$ cat config.mk
export PLATFORM = sky130hd
export DESIGN_NAME = desc_chain_walker
export DESIGN_NICKNAME = d
export VERILOG_FILES = /design/src/rtl/dcw_pkg.sv /design/src/rtl/dcw_decode.sv /design/src/rtl/dcw_addr_gen.sv /design/src/rtl/dcw_status_pack.sv /design/src/rtl/dcw_sequencer.sv /design/src/rtl/desc_chain_walker.sv
export SDC_FILE = /design/constraint.sdc
export NUM_CORES = 1
export LEC_CHECK = 0
export BUFFER_PORTS_ARGS = -buffer_cell sky130_fd_sc_hd__buf_2
export CORE_ASPECT_RATIO = 1.1
export CORE_MARGIN = 4
export CORE_UTILIZATION = 56
export DETAILED_ROUTE_END_ITERATION = 12
export PLACE_DENSITY = 0.86
export SLEW_MARGIN = 0
export SYNTH_ARGS = -nofsm -noshare
export SYNTH_HDL_FRONTEND = slang
export SYNTH_SLANG_ARGS = --single-unit
$ cat constraint.sdc
create_clock -name clk -period 4.78 [get_ports clk]
set_clock_uncertainty 0.05 [all_clocks]
set_input_delay 0.239 -clock clk [delete_from_list [all_inputs] [get_ports clk]]
set_output_delay 0.239 -clock clk [all_outputs]
set_load 0.02 [all_outputs]
$ cat src/rtl/dcw_pkg.sv
package dcw_pkg;
  localparam int WORD_W  = 32;
  localparam int OWN_B   = 31;
  localparam int MORE_B  = 30;
  localparam int INTR_B  = 29;
  localparam int NOCRC_B = 28;
  localparam int STAT_LO = 16;
  localparam int STAT_HI = 27;
  localparam int STAT_W  = STAT_HI - STAT_LO + 1;

  localparam int OFS_LINK   = 'h0;
  localparam int OFS_CTL    = 'h4;
  localparam int OFS_BUF    = 'h8;
  localparam int OFS_BUF_LG = 'hC;

  typedef enum logic [2:0] {
    WS_IDLE,
    WS_LINK,
    WS_CTL,
    WS_BUF,
    WS_MOVE,
    WS_WB,
    WS_HOLD
  } walk_st_t;
endpackage

$ cat src/rtl/dcw_decode.sv
module dcw_decode #(
  parameter int AW    = 32,
  parameter int LEN_W = 12
) (
  input  logic [2:0]       flags_i,
  input  logic [LEN_W-1:0] len_field_i,
  input  logic [AW-1:0]    link_i,
  input  logic [AW-1:0]    head_i,
  output logic             more_o,
  output logic             intr_o,
  output logic             nocrc_o,
  output logic [LEN_W-1:0] len_o,
  output logic             link_ok_o,
  output logic             head_ok_o
);
  // flags_i holds control bits 30:28 in that order
  assign more_o    = flags_i[2];
  assign intr_o    = flags_i[1];
  assign nocrc_o   = flags_i[0];
  assign len_o     = len_field_i;
  assign link_ok_o = (link_i != '0) && (link_i[1:0] == 2'b00);
  assign head_ok_o = (head_i != '0) && (head_i[1:0] == 2'b00);
endmodule

$ cat src/rtl/dcw_addr_gen.sv
module dcw_addr_gen
  import dcw_pkg::*;
#(
  parameter int AW = 32
) (
  input  walk_st_t      state_i,
  input  logic          legacy_i,
  input  logic [AW-1:0] base_i,
  output logic [AW-1:0] addr_o
);
  logic [AW-1:0] ofs;

  always_comb begin
    unique case (state_i)
      WS_CTL, WS_WB: ofs = AW'(OFS_CTL);
      WS_BUF:        ofs = legacy_i ? AW'(OFS_BUF_LG) : AW'(OFS_BUF);
      default:       ofs = AW'(OFS_LINK);
    endcase
  end

  assign addr_o = base_i + ofs;
endmodule

$ cat src/rtl/dcw_status_pack.sv
module dcw_status_pack
  import dcw_pkg::*;
(
  input  logic [WORD_W-1:0] ctl_i,
  input  logic [STAT_W-1:0] stat_i,
  output logic [WORD_W-1:0] wb_o
);
  always_comb begin
    wb_o = ctl_i;
    wb_o[OWN_B] = 1'b0;
    // completion code is only meaningful on the final fragment
    wb_o[STAT_HI:STAT_LO] = ctl_i[MORE_B] ? '0 : stat_i;
  end
endmodule

$ cat src/rtl/dcw_sequencer.sv
module dcw_sequencer
  import dcw_pkg::*;
#(
  parameter int AW = 32
) (
  input  logic              clk,
  input  logic              rst,
  input  logic              start_i,
  input  logic [AW-1:0]     head_i,
  input  logic              kick_i,
  input  logic              head_ok_i,
  input  logic              link_ok_i,
  input  logic              intr_i,
  input  logic              mem_ack_i,
  input  logic [WORD_W-1:0] mem_rdata_i,
  input  logic              done_i,
  input  logic [STAT_W-1:0] done_stat_i,
  output walk_st_t          state_o,
  output logic [AW-1:0]     base_o,
  output logic [AW-1:0]     link_o,
  output logic [WORD_W-1:0] ctl_o,
  output logic [AW-1:0]     buf_o,
  output logic [STAT_W-1:0] stat_o,
  output logic              mem_req_o,
  output logic              mem_we_o,
  output logic              mv_valid_o,
  output logic              irq_o,
  output logic              err_o
);
  walk_st_t st;

  assign state_o = st;

  always_ff @(posedge clk) begin
    if (rst) begin
      st         <= WS_IDLE;
      base_o     <= '0;
      link_o     <= '0;
      ctl_o      <= '0;
      buf_o      <= '0;
      stat_o     <= '0;
      mem_req_o  <= 1'b0;
      mem_we_o   <= 1'b0;
      mv_valid_o <= 1'b0;
      irq_o      <= 1'b0;
      err_o      <= 1'b0;
    end else begin
      irq_o <= 1'b0;
      unique case (st)
        WS_IDLE, WS_HOLD: begin
          if (start_i) begin
            if (head_ok_i) begin
              base_o    <= head_i;
              st        <= WS_LINK;
              mem_req_o <= 1'b1;
            end else begin
              err_o <= 1'b1;
            end
          end else if (kick_i && st == WS_HOLD) begin
            st        <= WS_LINK;
            mem_req_o <= 1'b1;
          end
        end
        WS_LINK: begin
          if (mem_ack_i) begin
            link_o <= mem_rdata_i[AW-1:0];
            st     <= WS_CTL;
          end
        end
        WS_CTL: begin
          if (mem_ack_i) begin
            ctl_o <= mem_rdata_i;
            if (mem_rdata_i[OWN_B]) begin
              st <= WS_BUF;
            end else begin
              st        <= WS_HOLD;
              mem_req_o <= 1'b0;
            end
          end
        end
        WS_BUF: begin
          if (mem_ack_i) begin
            buf_o      <= mem_rdata_i[AW-1:0];
            mem_req_o  <= 1'b0;
            mv_valid_o <= 1'b1;
            st         <= WS_MOVE;
          end
        end
        WS_MOVE: begin
          if (done_i) begin
            stat_o     <= done_stat_i;
            mv_valid_o <= 1'b0;
            mem_req_o  <= 1'b1;
            mem_we_o   <= 1'b1;
            st         <= WS_WB;
          end
        end
        WS_WB: begin
          if (mem_ack_i) begin
            mem_we_o <= 1'b0;
            irq_o    <= intr_i;
            if (link_ok_i) begin
              base_o    <= link_o;
              st        <= WS_LINK;
              mem_req_o <= 1'b1;
            end else begin
              err_o     <= 1'b1;
              mem_req_o <= 1'b0;
              st        <= WS_IDLE;
            end
          end
        end
        default: st <= WS_IDLE;
      endcase
    end
  end
endmodule

$ cat src/rtl/desc_chain_walker.sv
module desc_chain_walker
  import dcw_pkg::*;
#(
  parameter int AW    = 32,
  parameter int LEN_W = 12
) (
  input  logic              clk,
  input  logic              rst,
  input  logic              start_i,
  input  logic [AW-1:0]     head_i,
  input  logic              kick_i,
  input  logic              legacy_i,
  output logic              mem_req_o,
  output logic              mem_we_o,
  output logic [AW-1:0]     mem_addr_o,
  output logic [WORD_W-1:0] mem_wdata_o,
  input  logic              mem_ack_i,
  input  logic [WORD_W-1:0] mem_rdata_i,
  output logic              mv_valid_o,
  output logic [AW-1:0]     mv_addr_o,
  output logic [LEN_W-1:0]  mv_len_o,
  output logic              mv_last_o,
  output logic              mv_nocrc_o,
  input  logic              done_i,
  input  logic [STAT_W-1:0] done_stat_i,
  output logic              irq_o,
  output logic              err_o,
  output logic              busy_o
);
  walk_st_t          st;
  logic [AW-1:0]     base_q;
  logic [AW-1:0]     link_q;
  logic [WORD_W-1:0] ctl_q;
  logic [AW-1:0]     buf_q;
  logic [STAT_W-1:0] stat_q;
  logic              more, intr, nocrc, link_ok, head_ok;
  logic [LEN_W-1:0]  len;

  dcw_decode #(.AW(AW), .LEN_W(LEN_W)) u_decode (
    .flags_i     (ctl_q[MORE_B:NOCRC_B]),
    .len_field_i (ctl_q[LEN_W-1:0]),
    .link_i      (link_q),
    .head_i      (head_i),
    .more_o      (more),
    .intr_o      (intr),
    .nocrc_o     (nocrc),
    .len_o       (len),
    .link_ok_o   (link_ok),
    .head_ok_o   (head_ok)
  );

  dcw_sequencer #(.AW(AW)) u_seq (
    .clk         (clk),
    .rst         (rst),
    .start_i     (start_i),
    .head_i      (head_i),
    .kick_i      (kick_i),
    .head_ok_i   (head_ok),
    .link_ok_i   (link_ok),
    .intr_i      (intr),
    .mem_ack_i   (mem_ack_i),
    .mem_rdata_i (mem_rdata_i),
    .done_i      (done_i),
    .done_stat_i (done_stat_i),
    .state_o     (st),
    .base_o      (base_q),
    .link_o      (link_q),
    .ctl_o       (ctl_q),
    .buf_o       (buf_q),
    .stat_o      (stat_q),
    .mem_req_o   (mem_req_o),
    .mem_we_o    (mem_we_o),
    .mv_valid_o  (mv_valid_o),
    .irq_o       (irq_o),
    .err_o       (err_o)
  );

  dcw_addr_gen #(.AW(AW)) u_addr (
    .state_i  (st),
    .legacy_i (legacy_i),
    .base_i   (base_q),
    .addr_o   (mem_addr_o)
  );

  dcw_status_pack u_pack (
    .ctl_i  (ctl_q),
    .stat_i (stat_q),
    .wb_o   (mem_wdata_o)
  );

  assign mv_addr_o  = buf_q;
  assign mv_len_o   = len;
  assign mv_last_o  = ~more;
  assign mv_nocrc_o = nocrc;
  assign busy_o     = (st != WS_IDLE) && (st != WS_HOLD);
endmodule

==> impl_metrics.csv <==
group,metric,value,unit
place,dp_hpwl,12700,um
setup_path,crit_path_start_kind,"register",
timing,finalMaxSlewViolations,0,
synth,yosysSeqAreaShare,41.2,%
synth,synth_async_sr_flop_share,0,%
final_layout,area_growth,23.8,%
place,place_congestion,0.932,
cts,cts_root_buf,"clkbuf_16",
detailed_routing,wl,18300,um
timing,slew_headroom,25.2,%
die,initial_core_util,57.1,%
timing,setup_tns,0,ns
cts,cts_tree,"built",
timing,fmax,239,MHz
cts,cts.path.max_buffers,2,
detailed_routing,detailedRoute.firstPassIterationCount,5,
detailed_routing,drtIter0Drc,493,
cts,numCtsBuffers,17,
global_route,grt_max_degree,70,
die,die_area,0.0135,sq mm
detailed_routing,vias,6297,
timing,holdWs,0.0156,ns
setup_path,crit_start,"u_seq.state_o[0]",
pwr,power_density,427,mW/mm^2
synth,synth-simple-area-share,30.9,%
flow_run,cap_violations,0,
synth,synth_fa_ha_area_share,0.877,%
setup_path,critPathMaxFanout,32,
synth,syn-instance-count,810,
setup_path,crit_chain,"nand2b_1 -> or2_2 -> o21ai_0 -> ha_1 -> fa_1 -> and3_1 -> and3_1 -> and4_1 -> nand4_1 -> xnor2_1 -> buf_2",
timing,tightestPinTransition,1.12,ns
synth,synth_xor_area_share,3.74,%
global_route,grt_pass1_wl,28800,um
cts,worst_skew_pair.late_latency,0.41,ns
synth,synth_top_family_by_area,"simple AND/OR/NAND/NOR gates",
cts,cts_sinks,135,
pwr,leakagePower,3.39,nW
timing,final-setup-viol-count,0,
die,rows,41,
worst_hold_path,holdCritStartpoint,"done_stat_i[3]",
die,die_y,122,um
detailed_routing,vias_per_cell,5.60,
final_layout,finalInstanceArea,0.00812,sq mm
cts,clk_pin_slew,0.06,ns
setup_path,crit_top_cell,"and3_1",
synth,synth_compound_gate_area_share,11.8,%
detailed_routing,final_antenna_net_count,0,
die,core,0.0115,sq mm
global_route,grtUsageTotal,26.0,%
worst_hold_path,hold_class,"in2reg",
global_route,grt_overflow_total,0,
global_route,grt_pass1_vias,5885,
detailed_routing,drc_errors,0,
final_layout,drive_above_1_share,25.5,%
setup_path,regToRegStartpoint,"u_seq.state_o[0]",
timing,period_share,87.6,%
die,die_x,111,um
synth,synth_seq_cells,135,
synth,synthMuxAreaShare,4.88,%
place,dpl_cell_area,0.00742,sq mm
place,dp_worst_setup_slack,1.08,ns
timing,post-route-min-period,4.19,ns
setup_path,cp.arrival,3.90,ns
detailed_routing,wl_per_cell,16.3,um
die,num_io_pins,199,
final_layout,fillers,940,
setup_path,crit_type,"reg2out",
synth,synth_flop_cell,"dfxtp_1",
cts,htreeDepth,4,
synth,synth_edf_count,0,
final_layout,nets,1049,
synth,postSynthNetCount,897,
synth,synth_area,0.00656,sq mm
timing,hold_viol,0,
setup_path,crit_path_end_kind,"output port",
synth,syn_area_per_cell,8.10,sq um
timing,worst_slack,0.594,ns
setup_path,slowest_delay,0.73,ns
setup_path,crit_family,"simple AND/OR/NAND/NOR gates",
synth,yosys_warnings,0,
synth,yosysUniqueCellTypes,52,
place,io_buffer_count,197,
final_layout,num_antenna_cells,0,
timing,rsz0062_at_grt,"no",
setup_path,crit_slowest_cell,"dfxtp_1",
setup_path,cp.buffers_inverters,1,
pwr,ir_worst_vdd,0.253,mV
status,status,"complete, no violations",
global_route,antenna_found_initial,0,
setup_path,cp.required,4.49,ns
pwr,fin_total_pwr,3.47,mW
[metal layers]
| layer | up-vias | part of all wire (%) | global-route usage [%] |
|---|---|---|---|
| met4 | 0 | 1.8 | 9.13 |
| li1 | 3049 | - | - |
| met3 | 32 | 8.1 | 6.13 |
| met2 | 302 | 47 | 42.6 |
| met1 | 2914 | 43 | 33.9 |
| met5 | - | 0 | 0 |
[sequential cells by signal (all words and copies together) (netlist names)]
register and cells:
u_seq.state_o 3, u_seq.buf_o 32, u_seq.stat_o 12, u_seq.ctl_o 19
u_seq.base_o 32, u_seq.mv_valid_o 1, u_seq.mem_we_o 1, u_seq.link_o 32
u_seq.err_o 1, u_seq.irq_o 1, u_seq.mem_req_o 1
[path summary, 6_finish.rpt]
kind	to	slack [ns]	depth (start not counted)
worst max-delay path	mem_addr_o[24]	0.59	11
worst min-delay path	u_seq.stat_o[3]	0.02	3
worst max register to register	u_seq.base_o[6]	1.54	6
worst min register to register	u_seq.stat_o[0]	0.40	2
[report_power, final]
group,internal (mW),switching (mW)
Clock,0.966,0.491
Sequential,1.22,0.115
Combinational,0.279,0.394
[area by class of cell]
cell class	instances	area (sq um)	area share (%)
inverter	6	22.5	0.277
clock inverter	11	195	2.40
tap	150	188	2.31
sequential	135	2700	33.3
multi-input combinational	591	3440	42.4
clock buffer	20	467	5.75
timing repair buffer	211	1100	13.6
[through the flow]
stage                     utilization (%)  cells
after floorplan                         -    810
after global placement               64.6   1089
after detailed placement             64.6   1089
after CTS                            70.7   1124
after global routing                 70.7   1124
final                                70.7   1124
[worst reg2reg max path: cells and delay by family (launching register included)]
kind	cells	cell delay [ns]
compound gates	2	0.50
flops	1	0.73
buf+inv	1	0.37
simple gates	3	1.40
[synthesized netlist by cell type (all sizes together) (12+ instances only)]
cell | instances | area (sq um)
nand2 | 200 | 751
a311oi | 30 | 263
nand2b | 70 | 438
buf | 28 | 216
a21oi | 69 | 345
nor2 | 15 | 56.3
nand3 | 12 | 60.1
clkbuf | 50 | 188
nor2b | 16 | 100
dfxtp | 135 | 2700
nor4 | 18 | 143
nor3 | 33 | 170
mux2i | 32 | 320
xnor2 | 22 | 193
[cell families after synthesis]
family / Yosys count
AOI/OAI and AO/OA: 119
xor gates and xnor gates: 28
adders and majority gates: 4
buffers and inverters: 84
DFF: 135
muxes: 32
other: 1
and+or+nand+nor: 407
[timing repair]
action,in CTS,in global routing
buffers inserted,0,0
hold buffers,4,0
hold endpoints to repair,4,0
resized for setup,0,0
[placed cells by master, fill, tap and decap left out, types with 15 or more instances in the layout]
| master | netlist | final |
|---|---|---|
| a21oi_1 | 69 | 69 |
| a311oi_1 | 30 | 30 |
| nor4_1 | 16 | 16 |
| clkbuf_16 | 0 | 17 |
| buf_2 | 5 | 196 |
| xnor2_1 | 22 | 22 |
| dfxtp_1 | 135 | 135 |
| nand2_1 | 200 | 200 |
| nor3_1 | 32 | 32 |
| mux2i_1 | 32 | 32 |
| nor2b_1 | 16 | 16 |
| nor2_1 | 15 | 15 |
| nand2b_1 | 70 | 70 |
Note: power is estimated with default switching activity, not from simulation.
